**config.mk**
```make
export PLATFORM = sky130hd
export DESIGN_NAME = guarded_port
export DESIGN_NICKNAME = d
export VERILOG_FILES = /design/src/rtl/guarded_port_pkg.sv /design/src/rtl/guarded_port_lock.sv /design/src/rtl/guarded_port_out.sv /design/src/rtl/guarded_port_viol.sv /design/src/rtl/guarded_port.sv
export SDC_FILE = /design/constraint.sdc
export NUM_CORES = 1
export LEC_CHECK = 0
export ABC_AREA = 1
export ABC_CLOCK_PERIOD_IN_PS = 2800
export BUFFER_PORTS_ARGS = -buffer_cell sky130_fd_sc_hd__buf_2
export CAP_MARGIN = 20
export CORE_MARGIN = 4
export CORE_UTILIZATION = 46
export DETAILED_ROUTE_END_ITERATION = 16
export PLACE_DENSITY = 0.73
export RECOVER_POWER = 100
export SLEW_MARGIN = 10
export SYNTH_ARGS = -nofsm -noshare
export SYNTH_HDL_FRONTEND = slang
export SYNTH_SLANG_ARGS = --single-unit
```
**constraint.sdc**
```tcl
create_clock -name clk_i -period 2.8 [get_ports clk_i]
set_input_delay 0.56 -clock clk_i [delete_from_list [all_inputs] [get_ports clk_i]]
set_output_delay 0.56 -clock clk_i [all_outputs]
set_load 0.05 [all_outputs]
```
**src/rtl/guarded_port_pkg.sv**
```systemverilog
package guarded_port_pkg;
  typedef enum logic {
    PIN_GPIO = 1'b0,
    PIN_CS   = 1'b1
  } pin_mode_e;
endpackage

```
**src/rtl/guarded_port_lock.sv**
```systemverilog
module guarded_port_lock
  import guarded_port_pkg::*;
#(
  parameter int ADDR_W    = 4,
  parameter int DATA_W    = 8,
  parameter int PORT_ADDR = 2,
  parameter int PIN_STAGE = 1
) (
  input  logic              clk_i,
  input  logic              rst_ni,
  input  logic              mode_we_i,
  input  logic              dec_we_i,
  input  logic [DATA_W-1:0] wdata_i,
  output pin_mode_e         mode_o,
  output logic [DATA_W-1:0] dec_o,
  output logic              armed_o,
  output logic              reject_o
);
  localparam int              ValidBit = DATA_W - 1;
  localparam logic [ADDR_W-1:0] PortA  = ADDR_W'(PORT_ADDR);

  pin_mode_e         mode_q;
  logic [DATA_W-1:0] dec_q;
  logic              cs_ok;

  generate
    if (PIN_STAGE != 0) begin : g_pin_stage
      assign cs_ok = (mode_q == PIN_CS);
    end else begin : g_no_pin_stage
      assign cs_ok = 1'b1;
    end
  endgenerate

  assign reject_o = dec_we_i & wdata_i[ValidBit] & ~cs_ok;

  always_ff @(posedge clk_i or negedge rst_ni) begin
    if (!rst_ni) begin
      mode_q <= PIN_GPIO;
      dec_q  <= '0;
    end else begin
      if (mode_we_i) mode_q <= pin_mode_e'(wdata_i[0]);
      if (dec_we_i && !reject_o) dec_q <= wdata_i;
    end
  end

  assign armed_o = dec_q[ValidBit] && (dec_q[ADDR_W-1:0] == PortA) && cs_ok;
  assign mode_o  = mode_q;
  assign dec_o   = dec_q;


  valid_gated_chk: assert property (@(posedge clk_i) disable iff (!rst_ni)
    (PIN_STAGE != 0 && dec_we_i && wdata_i[ValidBit] && mode_q == PIN_GPIO) |=> $stable(dec_q));


  relock_chk: assert property (@(posedge clk_i) disable iff (!rst_ni)
    (dec_we_i && wdata_i == '0) |=> !armed_o);
endmodule

```
**src/rtl/guarded_port_out.sv**
```systemverilog
module guarded_port_out #(
  parameter int DATA_W   = 8,
  parameter int INACTIVE = 0
) (
  input  logic              clk_i,
  input  logic              rst_ni,
  input  logic              we_i,
  input  logic              armed_i,
  input  logic [DATA_W-1:0] wdata_i,
  output logic [DATA_W-1:0] port_o,
  output logic              strobe_o,
  output logic              oe_o,
  output logic              reject_o
);
  localparam logic [DATA_W-1:0] InactV = DATA_W'(INACTIVE);

  logic [DATA_W-1:0] port_q;
  logic              strobe_q, oe_q, accept;

  assign accept   = we_i & armed_i;
  assign reject_o = we_i & ~armed_i;

  always_ff @(posedge clk_i or negedge rst_ni) begin
    if (!rst_ni) begin
      port_q   <= InactV;
      strobe_q <= 1'b0;
      oe_q     <= 1'b0;
    end else begin
      strobe_q <= accept;
      if (accept) port_q <= wdata_i;
      if (accept && wdata_i == InactV) oe_q <= 1'b1;
    end
  end

  assign port_o   = port_q;
  assign strobe_o = strobe_q;
  assign oe_o     = oe_q;


  locked_no_strobe_chk: assert property (@(posedge clk_i) disable iff (!rst_ni)
    (we_i && !armed_i) |=> !strobe_q);


  oe_hold_chk: assert property (@(posedge clk_i) disable iff (!rst_ni)
    oe_q |=> oe_q);


  oe_rise_chk: assert property (@(posedge clk_i) disable iff (!rst_ni)
    $rose(oe_q) |-> $past(armed_i && we_i && wdata_i == InactV));


  port_hold_chk: assert property (@(posedge clk_i) disable iff (!rst_ni)
    !(we_i && armed_i) |=> $stable(port_q));
endmodule

```
**src/rtl/guarded_port_viol.sv**
```systemverilog
module guarded_port_viol (
  input  logic clk_i,
  input  logic rst_ni,
  input  logic set_a_i,
  input  logic set_b_i,
  input  logic clr_i,
  output logic viol_o
);
  logic viol_q;

  always_ff @(posedge clk_i or negedge rst_ni) begin
    if (!rst_ni)                 viol_q <= 1'b0;
    else if (set_a_i || set_b_i) viol_q <= 1'b1;
    else if (clr_i)              viol_q <= 1'b0;
  end

  assign viol_o = viol_q;


  viol_set_chk: assert property (@(posedge clk_i) disable iff (!rst_ni)
    (set_a_i || set_b_i) |=> viol_q);


  viol_keep_chk: assert property (@(posedge clk_i) disable iff (!rst_ni)
    (viol_q && !clr_i) |=> viol_q);
endmodule

```
**src/rtl/guarded_port.sv**
```systemverilog
module guarded_port
  import guarded_port_pkg::*;
#(
  parameter int ADDR_W    = 4,
  parameter int DATA_W    = 8,
  parameter int INACTIVE  = 0,
  parameter int PIN_STAGE = 1,
  parameter int MODE_ADDR = 0,
  parameter int DEC_ADDR  = 1,
  parameter int PORT_ADDR = 2,
  parameter int STAT_ADDR = 3
) (
  input  logic              clk_i,
  input  logic              rst_ni,
  input  logic [ADDR_W-1:0] addr_i,
  input  logic [DATA_W-1:0] wdata_i,
  input  logic              we_i,
  output logic [DATA_W-1:0] rdata_o,
  output logic [DATA_W-1:0] port_o,
  output logic              strobe_o,
  output logic              oe_o,
  output logic              viol_o
);
  localparam logic [ADDR_W-1:0] ModeA = ADDR_W'(MODE_ADDR);
  localparam logic [ADDR_W-1:0] DecA  = ADDR_W'(DEC_ADDR);
  localparam logic [ADDR_W-1:0] PortA = ADDR_W'(PORT_ADDR);
  localparam logic [ADDR_W-1:0] StatA = ADDR_W'(STAT_ADDR);

  logic              mode_we, dec_we, port_we, stat_we;
  logic              armed, dec_rej, port_rej;
  pin_mode_e         mode;
  logic [DATA_W-1:0] dec;

  assign mode_we = we_i && addr_i == ModeA;
  assign dec_we  = we_i && addr_i == DecA;
  assign port_we = we_i && addr_i == PortA;
  assign stat_we = we_i && addr_i == StatA;

  guarded_port_lock #(
    .ADDR_W(ADDR_W), .DATA_W(DATA_W), .PORT_ADDR(PORT_ADDR), .PIN_STAGE(PIN_STAGE)
  ) u_lock (
    .clk_i(clk_i), .rst_ni(rst_ni), .mode_we_i(mode_we), .dec_we_i(dec_we),
    .wdata_i(wdata_i), .mode_o(mode), .dec_o(dec), .armed_o(armed), .reject_o(dec_rej)
  );

  guarded_port_out #(.DATA_W(DATA_W), .INACTIVE(INACTIVE)) u_out (
    .clk_i(clk_i), .rst_ni(rst_ni), .we_i(port_we), .armed_i(armed), .wdata_i(wdata_i),
    .port_o(port_o), .strobe_o(strobe_o), .oe_o(oe_o), .reject_o(port_rej)
  );

  guarded_port_viol u_viol (
    .clk_i(clk_i), .rst_ni(rst_ni), .set_a_i(port_rej), .set_b_i(dec_rej),
    .clr_i(stat_we && wdata_i[0]), .viol_o(viol_o)
  );

  always_comb begin
    rdata_o = '0;
    if (addr_i == ModeA)      rdata_o[0] = logic'(mode);
    else if (addr_i == DecA)  rdata_o = dec;
    else if (addr_i == PortA) rdata_o = port_o;
    else if (addr_i == StatA) rdata_o[0] = viol_o;
  end


  strobe_gpio_chk: assert property (@(posedge clk_i) disable iff (!rst_ni)
    (PIN_STAGE != 0 && strobe_o) |-> $past(mode == PIN_CS && port_we));
endmodule

```
==> run metrics, run 1 <==
run status complete, no violations; largest net degree at the start of global routing 21; die span in x 56.4 um; largest stage delay on the critical path 0.47 ns; number of diodes 0; kind of end point of the critical path primary output; fraction of layout instances using a drive strength above 1 14.5%; final critical-path share of the clock period 86.9%; clock period minus worst slack 2.43 ns; Max Clk Rate 0.411 GHz; total DRC errors in the routed layout 0; total congestion overflow 0; detailed placer's ending HPWL 1970 um; count of port buffers added during placement 33; Core ar. 2210 um2; yosys warns 0; number of storage elements in the synthesis netlist 20; average wire per standard cell 12.8 um; top cell family by delay on the critical path buffers and inverters; Total Neg Setup Slack 0 ns; worst slew slack as a fraction of its limit 29.0%; number of primary I/O pins 34; most used cells in the layout excluding fill and tap cells nand2_1 (70), dfrtp_1 (20), clkbuf_1 (17); clock transition at the registers of the reported paths 0.12 ns; vias 1071; Total GRT Usage 17.9%; root buffer selected by CTS clkbuf_4; Chip Height 56.4 um; post-CTS sizing 0; Multi-input gate area 498 um2; actual slew at the worst max-slew pin 1.06 ns; Gate Count Post-Synth 144; worst path required time 2.24 ns; count of routing violations after the opening detailed-route iteration 13; critical-path maximum fanout 18; startpoint types primary input; CP cell instances clkbuf_1 -> inv_1 -> nand2_1 -> nor2_4 -> nand2_1 -> nand2_1 -> clkbuf_1; number of CTS-inserted buffers 3; Hold Crit Class in -> async; Net count, final 195; Power per Cell Area 512 nW/um2; clock tree from TritonCTS built; total count of max-transition violations in the final report 0; Die Area 3180 um2; part of the Yosys area used for sequential elements 46.5%; buffers plus inverters on the worst setup path 3; placer's final routability congestion estimate 0.823; IR Drop Worst-Case VDD 0.333 mV; distinct cell type count after synthesis 18; Initial Util 48.6%; post-layout instance count excluding filler cells 207; internal reg-to-reg setup slack 1.31 ns; post-synthesis area per instance 7.47 um2; most common cell type on the critical path nand2_1; final-report hold violation count 0; leakage power total 0.000681 uW; syn_nets 159; clk_lat worst skew 0.31 ns; Setup Buffers After CTS 0; final setup skew 0.00934 ns; sequential cell area 500 um2; total setup violations reported at the end of the flow 0; number of sinks on the clock net 20; number of hold buffers added after cts 0; wire length of the first global-routing pass 4460 um; Area Growth Syn to Fin 16.6%; number of antenna violations at the first check in global routing 0; number of cells after detailed placement 203; most common cell after layout, fill and taps aside nand2_1; drt via density 5.17; number of iterations in the first detailed-routing pass 4; netlist area before placement 1080 um2; Detailed Route WL 2650 um; slowest cell on the critical path clkbuf_1; number of levels in the clock H-tree 1; number of max-capacitance violations reported 0; count of nets left with antenna violations after detail routing 0; data arrival time of the worst path 1.87 ns; via count of the first global-routing pass 1013; # fillers 232; Worst Setup Path Type in -> out; unrepaired setup endpoints after global routing false; standard-cell rows 17; maximum buffer depth of the clock tree 2
cell usage after synthesis:
master / count / area [um2]
nor2_1: 11 / 41.3
nand3_4: 1 / 17.5
inv_1: 7 / 26.3
nor2_8: 1 / 20.0
nand2_2: 2 / 12.5
buf_2: 1 / 5.00
nand3_1: 13 / 65.1
clkbuf_1: 1 / 3.75
dfrtp_1: 20 / 500
nand2_1: 69 / 259
buf_6: 1 / 11.3
o21ai_0: 1 / 5.00
nor2_4: 2 / 22.5
nand3_2: 1 / 10.0
nor3_1: 1 / 5.00
inv_2: 2 / 7.51
nand3b_1: 1 / 7.51
nand4_1: 9 / 56.3
registers in the layout, summed over array words and instances, names as in the netlist:
name and flops:
u_lock.dec_o 8, u_lock.mode_o 1, u_out.oe_o 1, u_out.port_o 8, u_out.strobe_o 1, u_viol.viol_o 1
metal layers:
layer | up-vias | global-route usage, % | part of all wire [%]
li1 | 531 | - | -
met1 | 507 | 21.5 | 42
met2 | 28 | 31.4 | 51
met3 | 5 | 2.99 | 4.3
met4 | 0 | 7.12 | 1.9
met5 | - | 0 | 0
kinds of logic (layout without fill, tap and decap cells):
kind of cell / count (synthesis) / count (layout) / share of synthesized area (%)
simple gates: 111 / 111 / 48.0
flops: 20 / 20 / 46.5
buf+inv: 12 / 47 / 5.00
compound gates: 1 / 1 / 0.465
through the flow:
step | instance area [um2] | util, % | power (uW) | worst slack [ns] | hold WS (ns)
2_1_floorplan | 1080 | - | 429 | 0.704 | 0.264
3_3_place_gp | 1260 | 57.1 | 473 | 0.668 | 0.447
3_5_place_dp | 1260 | 57.1 | 478 | 0.647 | 0.448
4_1_cts | 1300 | 58.8 | 652 | 0.640 | 0.172
5_1_grt | 1250 | 56.7 | 678 | 0.295 | 0.471
6_report | 1250 | 56.7 | 642 | 0.366 | 0.402
power breakdown:
| group | internal [uW] | switching, uW | total [uW] | leakage, uW |
|---|---|---|---|---|
| Combinational | 33.0 | 88.4 | 121 | 0.000399 |
| Sequential | 321 | 26.2 | 347 | 0.000261 |
| Clock | 79.5 | 94.3 | 174 | 0.0000210 |
| Total | 433 | 209 | 642 | 0.000681 |
cell type report:
type,count,area share (%)
multi-input cells,112,39.7
inverters,9,2.69
well taps,28,2.79
repair buffers,34,12.1
flip-flops and latches,20,39.9
clock buffers,4,2.89
worst paths after layout:
path,from,cells past startpoint,end
max in group asynchronous,rst_ni,1,u_out.port_o[3]
min in group clk_i,u_out.oe_o,2,u_out.oe_o
worst min-delay path,rst_ni,1,u_lock.dec_o[0]
worst min register to register,u_out.oe_o,2,u_out.oe_o
worst max-delay path,addr_i[1],7,rdata_o[1]
worst max register to register,u_lock.mode_o,5,u_out.port_o[5]
worst reg2reg max path: cells and delay by family, from the launching register on:
family / cells / cell delay, ns
AND/OR/NAND/NOR: 5 / 0.99
flip-flops: 1 / 0.44
(Power assumes the default switching activity.)
==> inputs of run 2 (changes only) <==
--- a/config.mk
+++ b/config.mk
@@ -8,11 +8,10 @@
 export ABC_AREA = 1
 export ABC_CLOCK_PERIOD_IN_PS = 2800
 export BUFFER_PORTS_ARGS = -buffer_cell sky130_fd_sc_hd__buf_2
-export CAP_MARGIN = 20
 export CORE_MARGIN = 4
-export CORE_UTILIZATION = 46
+export CORE_UTILIZATION = 53
 export DETAILED_ROUTE_END_ITERATION = 16
-export PLACE_DENSITY = 0.73
+export PLACE_DENSITY = 0.83
 export RECOVER_POWER = 100
 export SLEW_MARGIN = 10
 export SYNTH_ARGS = -nofsm -noshare
==> run 2 against run 1 <==
Net effect: power grew 10%; worst setup slack improved by 0.013 ns; routed wire length shrank 3.8%; register-to-register slack worse by 0.04 ns; sequential share of layout area is 0.51 points lower; critical path type unchanged; cell area rose by 1.3%; clock-buffer cell count fell by 1; sequential power is essentially flat; utilization up 8.7 points; first-iteration DRC count is 85% higher; largest cell class unchanged.
==> run metrics, run 2 (synthesis results as in run 1) <==
run status complete, no violations; Setup Buffers After CTS 0; share of the core filled with cells 65.5%; maximum buffer depth of the clock tree 2; clock transition at the registers of the reported paths 0.12 ns; root buffer selected by CTS clkbuf_4; startpoint types primary input; smallest hold slack 0.399 ns; clock period minus worst slack 2.42 ns; final critical-path share of the clock period 86.5%; Chip Height 53.1 um; number of primary I/O pins 34; total count of max-transition violations in the final report 0; final-report hold violation count 0; largest stage delay on the critical path 0.58 ns; leakage power total 0.000703 uW; Die Area 2820 um2; Sw Ratio 29.6%; worst-case setup margin in the final layout 0.379 ns; number of antenna violations at the first check in global routing 0; worst path required time 2.24 ns; slowest cell on the critical path nor2_1; detailed placer's ending HPWL 1890 um; number of sinks on the clock net 20; Initial Util 55.4%; vias 1072; via count of the first global-routing pass 978; number of CTS-inserted buffers 3; number of diodes 0; count of routing violations after the opening detailed-route iteration 24; data arrival time of the worst path 1.86 ns; count of port buffers added during placement 33; Hold Crit Class in -> async; part of the power in registers 48.7%; standard-cell rows 16; average wire per standard cell 12.4 um; most used cells in the layout excluding fill and tap cells nand2_1 (69), dfrtp_1 (20), buf_2 (17); launching point of the worst reg2reg path u_lock.dec_o[3]; total DRC errors in the routed layout 0; post-CTS sizing 0; actual slew at the worst max-slew pin 1.07 ns; wire length of the first global-routing pass 4350 um; Core ar. 1940 um2; CP cell instances buf_2 -> inv_2 -> nor2_1 -> nand3_1 -> nand4_1 -> clkbuf_2; unrepaired setup endpoints after global routing false; drt via density 5.20; clock tree from TritonCTS built; sequential cell area 500 um2; internal power 499 uW; total chip power 709 uW; Net count, final 195; top cell family by delay on the critical path simple AND/OR/NAND/NOR gates; kind of end point of the critical path primary output; most common cell after layout, fill and taps aside nand2_1; fraction of layout instances using a drive strength above 1 17.9%; Total GRT Usage 21.8%; number of cells on the worst reg-to-reg path 5; critical-path maximum fanout 9; clk_lat worst skew 0.32 ns; total congestion overflow 0; count of nets left with antenna violations after detail routing 0; die span in x 53.1 um; Area Growth Syn to Fin 18.1%; internal reg-to-reg setup slack 1.27 ns; Worst Setup Path Type in -> out; number of iterations in the first detailed-routing pass 5; total setup violations reported at the end of the flow 0; number of hold buffers added after cts 0; Power per Cell Area 557 nW/um2; worst reg2reg endpoint u_out.oe_o; clock share of power 34.1%; pre-CTS setup slack 0.622 ns; Total Neg Setup Slack 0 ns; IR Drop Worst-Case VDD 0.405 mV; relative contribution of combinational cells to total power 17.2%; number of max-capacitance violations reported 0; worst slew slack as a fraction of its limit 28.8%; placer's final routability congestion estimate 0.797; Detailed Route WL 2550 um; # fillers 191; number of levels in the clock H-tree 1; Multi-input gate area 493 um2; buffers plus inverters on the worst setup path 3; Max Clk Rate 0.413 GHz; switching component of the power 210 uW; final setup skew 0.00955 ns; largest net degree at the start of global routing 21
run 2: layer usage:
| metal | wire length [um] | track usage (%) | vias to the layer above |
|---|---|---|---|
| met2 | 1230 | 34.5 | 37 |
| met3 | 144 | 4.23 | 10 |
| met4 | 63 | 11.9 | 0 |
| met1 | 1110 | 27.6 | 498 |
| met5 | 0 | 0 | - |
| li1 | - | - | 527 |
run 2: through the flow:
stage | cell area (um2) | instances
6_report | 1270 | 206
5_1_grt | 1270 | 206
4_1_cts | 1320 | 206
3_5_place_dp | 1260 | 202
3_3_place_gp | 1260 | 202
2_1_floorplan | 1080 | 144
run 2: area by class of cell:
| cell class | instances | share of cell area [%] |
|---|---|---|
| timing repair buffer | 34 | 12.4 |
| multi-input combinational | 112 | 38.8 |
| clock inverter | 1 | 2.36 |
| inverter | 9 | 2.66 |
| clock buffer | 3 | 1.77 |
| tap | 27 | 2.66 |
| sequential | 20 | 39.4 |
run 2: worst reg2reg max path, cell delays in order, from the launching register on:
cell and delay, ns:
dfrtp_1 0.42, nor2_1 0.17, nand3b_1 0.12, nor2_1 0.55, nand2_1 0.13, nand2_1 0.09
run 2: worst max-delay path by stage:
stage               from          to  slack, ns  depth (start not counted)
6_report       addr_i[1]  rdata_o[0]       0.38                          6
5_1_grt        addr_i[1]  rdata_o[5]       0.27                          6
4_1_cts        addr_i[1]  rdata_o[0]       0.60                          7
3_5_place_dp   addr_i[1]  rdata_o[0]       0.62                          7
3_3_place_gp   addr_i[1]  rdata_o[3]       0.67                          7
2_1_floorplan  addr_i[3]  rdata_o[0]       0.70                          4
run 2: power by group through the flow:
stage                     Sequential, uW  Combinational, uW  Clock, uW
after floorplan                      361               68.2          0
after global placement               349                121          0
after detailed placement             351                126          0
after CTS                            345                126        243
after global routing                 349                137        263
final                                345                122        242
